===== src/rtl/xbus_pkg.sv =====
package xbus_pkg;
  parameter int XB_DW = 8;
  parameter int XB_AW = 16;

  typedef enum logic [2:0] {
    PH_IDLE  = 3'd0,
    PH_ADDR  = 3'd1,
    PH_LATCH = 3'd2,
    PH_DATA  = 3'd3,
    PH_END   = 3'd4
  } xbus_phase_e;

  typedef struct packed {
    logic             wide;
    logic             write;
    logic [XB_AW-1:0] addr;
    logic [XB_DW-1:0] wdata;
  } xbus_req_t;
endpackage


===== src/rtl/xbus_rst_sync.sv =====
module xbus_rst_sync #(
  parameter int STAGES = 2
) (
  input  logic clk,
  input  logic rst_n,
  output logic rst_n_sync
);
  logic [STAGES-1:0] sync_q;

  always_ff @(posedge clk or negedge rst_n) begin
    if (!rst_n) sync_q <= '0;
    else        sync_q <= {sync_q[STAGES-2:0], 1'b1};
  end

  assign rst_n_sync = sync_q[STAGES-1];
endmodule


===== src/rtl/xbus_seq.sv =====
module xbus_seq
  import xbus_pkg::*;
#(
  parameter int ADDR_CYC  = 1,
  parameter int LATCH_CYC = 1,
  parameter int DATA_CYC  = 1
) (
  input  logic        clk,
  input  logic        rst_n,
  input  logic        start,
  output xbus_phase_e phase,
  output logic        last
);
  localparam int MAXC = (ADDR_CYC > LATCH_CYC)
                      ? ((ADDR_CYC > DATA_CYC) ? ADDR_CYC : DATA_CYC)
                      : ((LATCH_CYC > DATA_CYC) ? LATCH_CYC : DATA_CYC);
  localparam int CW = (MAXC > 1) ? $clog2(MAXC) : 1;
  localparam logic [CW-1:0] A_LAST = CW'(ADDR_CYC - 1);
  localparam logic [CW-1:0] L_LAST = CW'(LATCH_CYC - 1);
  localparam logic [CW-1:0] D_LAST = CW'(DATA_CYC - 1);

  xbus_phase_e   phase_q, phase_d;
  logic [CW-1:0] cnt_q, cnt_d;
  logic [CW-1:0] lim;

  always_comb begin
    case (phase_q)
      PH_ADDR:  lim = A_LAST;
      PH_LATCH: lim = L_LAST;
      PH_DATA:  lim = D_LAST;
      default:  lim = '0;
    endcase
  end

  assign last = (cnt_q == lim);

  always_comb begin
    phase_d = phase_q;
    cnt_d   = cnt_q;
    case (phase_q)
      PH_IDLE: begin
        cnt_d = '0;
        if (start) phase_d = PH_ADDR;
      end
      PH_ADDR: begin
        if (last) begin phase_d = PH_LATCH; cnt_d = '0; end
        else      cnt_d = cnt_q + CW'(1);
      end
      PH_LATCH: begin
        if (last) begin phase_d = PH_DATA; cnt_d = '0; end
        else      cnt_d = cnt_q + CW'(1);
      end
      PH_DATA: begin
        if (last) begin phase_d = PH_END; cnt_d = '0; end
        else      cnt_d = cnt_q + CW'(1);
      end
      default: begin
        phase_d = PH_IDLE;
        cnt_d   = '0;
      end
    endcase
  end

  always_ff @(posedge clk or negedge rst_n) begin
    if (!rst_n) begin
      phase_q <= PH_IDLE;
      cnt_q   <= '0;
    end else begin
      phase_q <= phase_d;
      cnt_q   <= cnt_d;
    end
  end

  assign phase = phase_q;
endmodule


===== src/rtl/xbus_capture.sv =====
module xbus_capture
  import xbus_pkg::*;
(
  input  logic             clk,
  input  logic             rst_n,
  input  logic             req_en,
  input  xbus_req_t        req_d,
  output xbus_req_t        req_q,
  input  logic             rd_en,
  input  logic [XB_DW-1:0] rd_d,
  output logic [XB_DW-1:0] rd_q
);
  always_ff @(posedge clk or negedge rst_n) begin
    if (!rst_n)      req_q <= '0;
    else if (req_en) req_q <= req_d;
  end

  always_ff @(posedge clk or negedge rst_n) begin
    if (!rst_n)     rd_q <= '0;
    else if (rd_en) rd_q <= rd_d;
  end
endmodule


===== src/rtl/xbus_pads.sv =====
module xbus_pads
  import xbus_pkg::*;
(
  input  xbus_phase_e      phase,
  input  xbus_req_t        req,
  input  logic [XB_DW-1:0] gp_lo,
  input  logic [XB_DW-1:0] gp_hi,
  output logic             ale,
  output logic             rd_n,
  output logic             wr_n,
  output logic [XB_DW-1:0] lo_out,
  output logic             lo_oe,
  output logic [XB_DW-1:0] hi_out,
  output logic             done
);
  logic [XB_DW-1:0] hi_cyc;

  assign hi_cyc = req.wide ? req.addr[XB_AW-1:XB_DW] : gp_hi;

  always_comb begin
    ale    = 1'b0;
    rd_n   = 1'b1;
    wr_n   = 1'b1;
    lo_out = gp_lo;
    lo_oe  = 1'b1;
    hi_out = gp_hi;
    done   = 1'b0;
    case (phase)
      PH_ADDR: begin
        ale    = 1'b1;
        lo_out = req.addr[XB_DW-1:0];
        hi_out = hi_cyc;
      end
      PH_LATCH: begin
        lo_out = req.addr[XB_DW-1:0];
        hi_out = hi_cyc;
      end
      PH_DATA: begin
        hi_out = hi_cyc;
        if (req.write) begin
          wr_n   = 1'b0;
          lo_out = req.wdata;
        end else begin
          rd_n   = 1'b0;
          lo_out = '0;
          lo_oe  = 1'b0;
        end
      end
      PH_END: begin
        hi_out = hi_cyc;
        done   = 1'b1;
        lo_out = req.write ? req.wdata : '0;
        lo_oe  = req.write;
      end
      default: ;
    endcase
  end
endmodule


===== src/rtl/xbus_ctrl.sv =====
module xbus_ctrl
  import xbus_pkg::*;
#(
  parameter int ADDR_CYC  = 1,
  parameter int LATCH_CYC = 1,
  parameter int DATA_CYC  = 1
) (
  input  logic             clk,
  input  logic             rst_n,
  input  logic             req_valid,
  input  logic             req_wide,
  input  logic             req_write,
  input  logic [XB_AW-1:0] req_addr,
  input  logic [XB_DW-1:0] req_wdata,
  input  logic [XB_DW-1:0] gp_lo,
  input  logic [XB_DW-1:0] gp_hi,
  input  logic [XB_DW-1:0] lo_in,
  output logic             ale,
  output logic             rd_n,
  output logic             wr_n,
  output logic [XB_DW-1:0] lo_out,
  output logic             lo_oe,
  output logic [XB_DW-1:0] hi_out,
  output logic [XB_DW-1:0] rdata,
  output logic             done
);
  logic        rst_n_int;
  xbus_phase_e phase;
  logic        last;
  logic        start;
  logic        rd_en;
  xbus_req_t   req_d, req_q;
  logic        wide_q;

  xbus_rst_sync #(.STAGES(2)) u_rst (
    .clk        (clk),
    .rst_n      (rst_n),
    .rst_n_sync (rst_n_int)
  );

  assign start = req_valid && (phase == PH_IDLE);
  assign rd_en = (phase == PH_DATA) && last && !req_q.write;
  assign req_d = '{wide: req_wide, write: req_write, addr: req_addr, wdata: req_wdata};
  assign wide_q = req_q.wide;

  xbus_seq #(
    .ADDR_CYC  (ADDR_CYC),
    .LATCH_CYC (LATCH_CYC),
    .DATA_CYC  (DATA_CYC)
  ) u_seq (
    .clk   (clk),
    .rst_n (rst_n_int),
    .start (start),
    .phase (phase),
    .last  (last)
  );

  xbus_capture u_cap (
    .clk    (clk),
    .rst_n  (rst_n_int),
    .req_en (start),
    .req_d  (req_d),
    .req_q  (req_q),
    .rd_en  (rd_en),
    .rd_d   (lo_in),
    .rd_q   (rdata)
  );

  xbus_pads u_pads (
    .phase  (phase),
    .req    (req_q),
    .gp_lo  (gp_lo),
    .gp_hi  (gp_hi),
    .ale    (ale),
    .rd_n   (rd_n),
    .wr_n   (wr_n),
    .lo_out (lo_out),
    .lo_oe  (lo_oe),
    .hi_out (hi_out),
    .done   (done)
  );
endmodule


===== config.mk =====
export PLATFORM = sky130hd
export DESIGN_NAME = xbus_ctrl
export DESIGN_NICKNAME = d
export VERILOG_FILES = /design/src/rtl/xbus_pkg.sv /design/src/rtl/xbus_rst_sync.sv /design/src/rtl/xbus_seq.sv /design/src/rtl/xbus_capture.sv /design/src/rtl/xbus_pads.sv /design/src/rtl/xbus_ctrl.sv
export SDC_FILE = /design/constraint.sdc
export NUM_CORES = 1
export LEC_CHECK = 0
export BUFFER_PORTS_ARGS = -buffer_cell sky130_fd_sc_hd__buf_2
export CAP_MARGIN = 0
export CORE_ASPECT_RATIO = 1.2
export CORE_UTILIZATION = 49
export DETAILED_ROUTE_END_ITERATION = 10
export GPL_TIMING_DRIVEN = 0
export PLACE_DENSITY_LB_ADDON = 0.05
export SLEW_MARGIN = 20
export SYNTH_ARGS = -nofsm -noshare
export SYNTH_HDL_FRONTEND = slang
export SYNTH_HIERARCHICAL = 1
export SYNTH_SLANG_ARGS = --single-unit
export TNS_END_PERCENT = 10

===== constraint.sdc =====
create_clock -name clk -period 2.29 [get_ports clk]
set_input_delay 0.458 -clock clk [delete_from_list [all_inputs] [get_ports clk]]
set_output_delay 0.458 -clock clk [all_outputs]
set_load 0.02 [all_outputs]

# After elaboration in Yosys (flattened, before gate mapping)
# Index checks and enable logic that the tools add are counted.
op_classes:
  n_addsub: 1
  mux: 18
  n_eq_ne: 8
  bitwise_logic: 1
  n_reduce_logical: 10
ops:
  columns: ["operator", "count"]
  rows:
  - ["$mux W8", 3]
  - ["$pmux W8 S2", 1]
  - ["$mux W3", 4]
  - ["$pmux W3 S4", 1]
  - ["$mux W1", 8]
  - ["$ne A2 B2 Y1 const B", 4]
  - ["$eq A3 B2 Y1 const B", 2]
  - ["$reduce_and A4 Y1", 1]
  - ["$reduce_or A2 Y1", 2]
  - ["$reduce_or A4 Y1", 1]
  - ["$eq A3 B1 Y1 const B", 1]
  - ["$eq A3 B3 Y1 const B", 1]
  - ["$logic_and A1 B1 Y1", 3]
  - ["$logic_not A3 Y1", 1]
  - ["$reduce_or A3 Y1", 1]
  - ["$pmux W1 S2", 1]
  - ["$add A1 B1 Y1 const B", 1]
  - ["$logic_not A1 Y1", 1]
  - ["$not A1 Y1", 1]
totals:
  ff_bits: 40
  elab_cells: 46
  inputBits: 53
  output_inout_bits: 29

# Longest topological paths before layout
logic_depth:
  word_depth: 4
  ltp_mapped: 5
  mapped_depth_nobuf: 4

# Cells and area by module
# The synthesis kept the hierarchy.
by_module_without_submodules:
  columns: ["mod", "seq_area_each_um2", "cells_each", "instances", "area_per_inst_um2"]
  rows:
  - ["xbus_capture", 850.8, 72, 1, 1365.1]
  - ["xbus_pads", 0.0, 58, 1, 560.5]
  - ["xbus_seq", 75.1, 11, 1, 115.1]
  - ["xbus_rst_sync", 50.0, 3, 1, 53.8]
  - ["xbus_ctrl", 0.0, 3, 1, 27.5]

# Worst setup path before layout
# OpenSTA, ideal clock, no wires.
synth_timing:
  kind: "register to output"
  startpoint: "reg u_seq.phase_q[0] (netlist: u_seq/phase[0])"
  endpoint: "out hi_out[0]"
  path_buffers: 0
  setup_slack_ns: 0.345
  required_ns: 1.832
  arrival_time_ns: 1.487
  stages_incl_launch_ff: 5
  path_cell_list: "dfrtp_1 > or3b_4 > inv_4 > o21ai_4 > mux2_4"
synth_between:
  elab_chain_cells: 3
  word_cells_on_any_way: 6
  classes_between: "eq/ne (4); mux (1); reduce/logical (1)"
synth_lines:
  columns: ["item", "line_no", "source"]
  rows:
  - ["from (decl)", "xbus_seq.sv:22", "xbus_phase_e phase_q, phase_d;"]
  - ["from (signal assigned)", "xbus_seq.sv:69", "phase_q <= phase_d;"]
  - ["$eq A3 B2 Y1, or another cell as far along", "xbus_pads.sv:28", "case (phase)"]
  - ["$reduce_or A4 Y1 (no source line) *", null, null]
  - ["$mux W8 *", "xbus_pads.sv:28", null]
  - ["to (decl)", "xbus_ctrl.sv:23", "output logic [XB_DW-1:0] hi_out,"]
# Every way passes the cells marked *; elsewhere a longest branch is shown, timed or not.

# Worst setup path after layout
layout_timing:
  startpoint: "reg u_seq.phase_q[0] (netlist: u_seq/phase[0])"
  endpoint: "out hi_out[3]"
# The elaborated chain is that of the path after synthesis.

==> impl_metrics.prom <==
# TYPE chip_impl_metric gauge
chip_impl_metric{name="floorplan.die.height",unit="um"} 74.09
chip_impl_metric{name="netlist_instances",unit=""} 147
chip_impl_metric{name="synth_enable_flop_cells",unit=""} 0
chip_impl_metric{name="synth_xor_area_frac",unit=""} 0.004127
chip_impl_metric{name="core_region_area",unit="um^2"} 4035
chip_impl_metric{name="fillerInstances",unit=""} 282
chip_impl_metric{name="hpwl",unit="mm"} 3.684
chip_impl_metric{name="ff2ff_setup_slack",unit="ns"} 0.42
chip_impl_metric{name="first_pass_iters",unit=""} 4
chip_impl_metric{name="synth_cell_types",unit=""} 31
chip_impl_metric{name="crit_path_max_incr_delay",unit="ns"} 0.44
chip_impl_metric{name="final_std_cell_area_no_fill",unit="um^2"} 2851
chip_impl_metric{name="grt_overflow_total",unit=""} 0
chip_impl_metric{name="cts-root-to-sink-buffers",unit=""} 2
chip_impl_metric{name="initial_core_util",unit=""} 0.5259
chip_impl_metric{name="whs",unit="ns"} 0.1713
chip_impl_info{name="worst-setup-path-type",value="reg -> out"} 1
chip_impl_info{name="synth_top_family_by_area",value="multiplexers"} 1
chip_impl_info{name="timing.critical_path.slowest_stage_cell",value="or3b_4"} 1
chip_impl_metric{name="synth_top_area_share",unit=""} 0.4599
chip_impl_metric{name="cp.required",unit="ns"} 1.83
chip_impl_metric{name="final_setup_skew",unit="ns"} 0.01144
chip_impl_info{name="failed_checks",value="negative setup slack"} 1
chip_impl_metric{name="dieWidth",unit="um"} 62.08
chip_impl_metric{name="cellLeakagePower",unit="uW"} 0.001415
chip_impl_metric{name="layout_worst_path_cycle_share",unit=""} 1.020
chip_impl_metric{name="i_o_buffers",unit=""} 81
chip_impl_info{name="dominantRegCellSynth",value="dfrtp_1"} 1
chip_impl_metric{name="post_route_cells_drive_above_1_share",unit=""} 0.6571
chip_impl_metric{name="async_flop_share",unit=""} 1.000
chip_impl_metric{name="num_antenna_cells",unit=""} 0
chip_impl_info{name="clockRootBuffer",value="clkbuf_8"} 1
chip_impl_info{name="cp_cell_sequence",value="or3b_4 > inv_4 > o21ai_4 > buf_12 > mux2_4 > buf_2"} 1
chip_impl_info{name="critPathLaunchType",value="flop"} 1
chip_impl_metric{name="layout-area-overhead-vs-synth",unit="%"} 34.37
chip_impl_metric{name="maxCapViolCount",unit=""} 0
chip_impl_metric{name="path_max_fanout",unit=""} 8
chip_impl_metric{name="synthSimpleGateAreaFrac",unit=""} 0.04953
chip_impl_metric{name="synth_adder_area_share",unit=""} 0
chip_impl_metric{name="first_iter_violations",unit=""} 63
chip_impl_metric{name="maximum_number_of_pins_on_one_net_before_global_route_repair",unit=""} 25
chip_impl_info{name="tritoncts_clock_tree",value="built"} 1
chip_impl_metric{name="drc",unit=""} 0
chip_impl_metric{name="drt-vias-per-instance",unit=""} 5.355
chip_impl_metric{name="number_of_flip_flops_and_latches_in_the_synthesized_netlist",unit=""} 39
chip_impl_metric{name="maxClockFrequency",unit="MHz"} 428.3
chip_impl_info{name="run_status",value="finished with violations"} 1
chip_impl_metric{name="setup_viol_count_final",unit=""} 8
chip_impl_metric{name="clkTransAtPathRegs",unit="ns"} 0.08
chip_impl_metric{name="synth-compound-area-share",unit=""} 0.1285
chip_impl_info{name="r2r_end",value="u_cap/req_q[22]$_DFFE_PN0P_"} 1
chip_impl_info{name="rsz0062_at_grt",value="yes"} 1
chip_impl_metric{name="grt_pass1_wl",unit="mm"} 7.486
chip_impl_metric{name="first_global_vias",unit=""} 1666
chip_impl_metric{name="pin_count",unit=""} 82
chip_impl_metric{name="htree_num_levels",unit=""} 2
chip_impl_metric{name="cts_made_buffers",unit=""} 5
chip_impl_metric{name="place_congestion",unit=""} 0.8750
chip_impl_metric{name="synthesis.area_per_instance",unit="um^2"} 14.44
chip_impl_metric{name="syn-cell-area",unit="um^2"} 2122
chip_impl_info{name="synthDominantAreaCellType",value="dfrtp_1"} 1
chip_impl_metric{name="clk-insertion-delay-late",unit="ns"} 0.29
chip_impl_metric{name="setup_slack",unit="ns"} -0.04480
chip_impl_info{name="hold_path_class",value="reg -> async"} 1
chip_impl_metric{name="finalMaxSlewViolations",unit=""} 0
chip_impl_metric{name="route.vias.total",unit=""} 1601
chip_impl_metric{name="cts_sinks",unit=""} 39
chip_impl_metric{name="wl_per_cell",unit="um"} 16.68
chip_impl_metric{name="synth_mux_area_frac",unit=""} 0.3101
chip_impl_metric{name="wirelength",unit="mm"} 4.988
chip_impl_metric{name="final.setup.tns",unit="ns"} -0.2694
chip_impl_metric{name="reg2regPathDepth",unit=""} 6
chip_impl_metric{name="net_total_in_the_final_layout",unit=""} 298
chip_impl_metric{name="core.rowCount",unit=""} 25
chip_impl_info{name="r2r_path_start",value="u_seq/phase[0]$_DFFE_PN0P_"} 1
chip_impl_metric{name="vdd.ir_drop.worst",unit="uV"} 778.0
chip_impl_metric{name="min_cycle_time_layout",unit="ns"} 2.335
chip_impl_metric{name="synth_nets",unit=""} 200
chip_impl_metric{name="die_area",unit="um^2"} 4599
chip_impl_info{name="worst_setup_path_end_kind",value="output port"} 1
chip_impl_metric{name="globalRouteTotalUtil",unit=""} 0.2266
chip_impl_metric{name="timing_hold_violations_final",unit=""} 0
chip_impl_metric{name="ys_seq_area_frac",unit=""} 0.4599
chip_impl_metric{name="grt_antenna_before_repair",unit=""} 0
chip_impl_metric{name="postRouteAntennaNets",unit=""} 0
chip_impl_info{name="synth_top_cells_by_area",value="dfrtp_1 46%, mux2_4 20%, mux2_2 7.4%"} 1
chip_impl_metric{name="synth_warnings",unit=""} 6
chip_impl_metric{name="power-per-cell-area",unit="nW/um^2"} 1530
chip_impl_metric{name="placedInstanceArea",unit="um^2"} 2624
chip_impl_metric{name="worst-endpoint-arrival",unit="ns"} 1.88
[critical path: cells and delay by family (launching register included)]
kind                   cells  cell delay (ns)
flip-flops                 1             0.42
multiplexers               1             0.29
AO/OA/AOI/OAI              1             0.06
AND/OR/NAND/NOR            1             0.44
buffers and inverters      3             0.39
[report_power, final]
part / internal (uW) / switching [uW]
logic: 1420 / 1210
clock network: 236 / 225
registers: 1030 / 245
total: 2680 / 1680
[worst max-delay path by stage]
stage	startpoint	end	slack, ns	depth (start not counted)
final	u_seq/phase[0]$_DFFE_PN0P_	hi_out[3]	-0.04	6
after floorplan	u_seq/phase[0]$_DFFE_PN0P_	hi_out[0]	0.34	4
after global routing	u_seq/phase[0]$_DFFE_PN0P_	hi_out[3]	-0.09	6
after CTS	u_seq/phase[1]$_DFFE_PN0P_	hi_out[4]	-0.06	6
after detailed placement	u_seq/phase[1]$_DFFE_PN0P_	lo_out[7]	0.08	5
after global placement	u_seq/phase[1]$_DFFE_PN0P_	lo_out[7]	0.15	5
[registers in the layout, indices dropped and copies added (netlist names)]
| signal | count |
|---|---|
| u_cap/req_q | 26 |
| u_seq/phase | 3 |
| u_cap/rd_q | 8 |
| u_rst/sync_q | 2 |
[cells in the mapped netlist, types with 2 or more instances]
| library cell | n |
|---|---|
| nand4b_1 | 2 |
| conb_1 | 2 |
| a22o_1 | 8 |
| buf_2 | 2 |
| dfrtp_1 | 39 |
| mux2i_1 | 8 |
| o2bb2ai_1 | 8 |
| buf_1 | 2 |
| nor2_1 | 5 |
| a221o_1 | 8 |
| buf_12 | 2 |
| mux2_4 | 28 |
| mux2_2 | 14 |
| buf_4 | 2 |
[layout by cell type (no fill, tap or decap), types with 2 or more instances in the layout]
cell       instances
buf_2             75
dfrtp_2            4
o2bb2ai_1          8
nand4b_1           2
buf_4             10
clkbuf_8           6
mux2_4            28
mux2_2            14
nor2_1             4
conb_1             2
dfrtp_1           35
buf_12             3
a22o_1             8
a221o_1            8
buf_6              8
mux2i_1            8
[layout make-up]
type,instances,area (um^2),share of cell area
buffer,10,90.09,0.03159
clock buffer,6,82.58,0.02896
timing repair buffer,91,564.3,0.1979
sequential,39,980.9,0.3440
multi-input combinational,97,1055,0.3699
clock inverter,1,5.005,0.001755
inverter,1,6.256,0.002194
tap,54,67.56,0.02369
[stage by stage]
step	total power [uW]	worst slack (ns)	utilization	std cells
global route	4607	-0.09304	0.7067	299
global placement	3527	0.1475	0.6431	282
floorplan	3041	0.3450	-	147
finish	4363	-0.04480	0.7067	299
CTS	4281	-0.05808	0.6958	299
detailed placement	3646	0.07609	0.6502	283
[cells by family (layout without fill, tap and decap cells)]
family / after synthesis / in the layout
simple gates: 16 / 16
other cells: 2 / 2
compound gates: 28 / 28
mux: 50 / 50
flops: 39 / 39
xor+xnor: 1 / 1
buf+inv: 11 / 109
[routing by layer]
layer,GRT usage,wire [um],vias up
li1,-,-,742
met1,0.2477,1851,792
met5,0,0,-
met4,0.07901,39,0
met3,0.05739,322,4
met2,0.4125,2775,63
[what timing repair did]
action / in CTS / in global routing
setup endpoints to repair: 17 / 16
hold endpoints to repair: 2 / 0
resized for setup: 7 / 15
buffers inserted: 8 / 0
hold buffers: 1 / 0
pin swaps: 1 / 1
(Power assumes the default switching activity.)
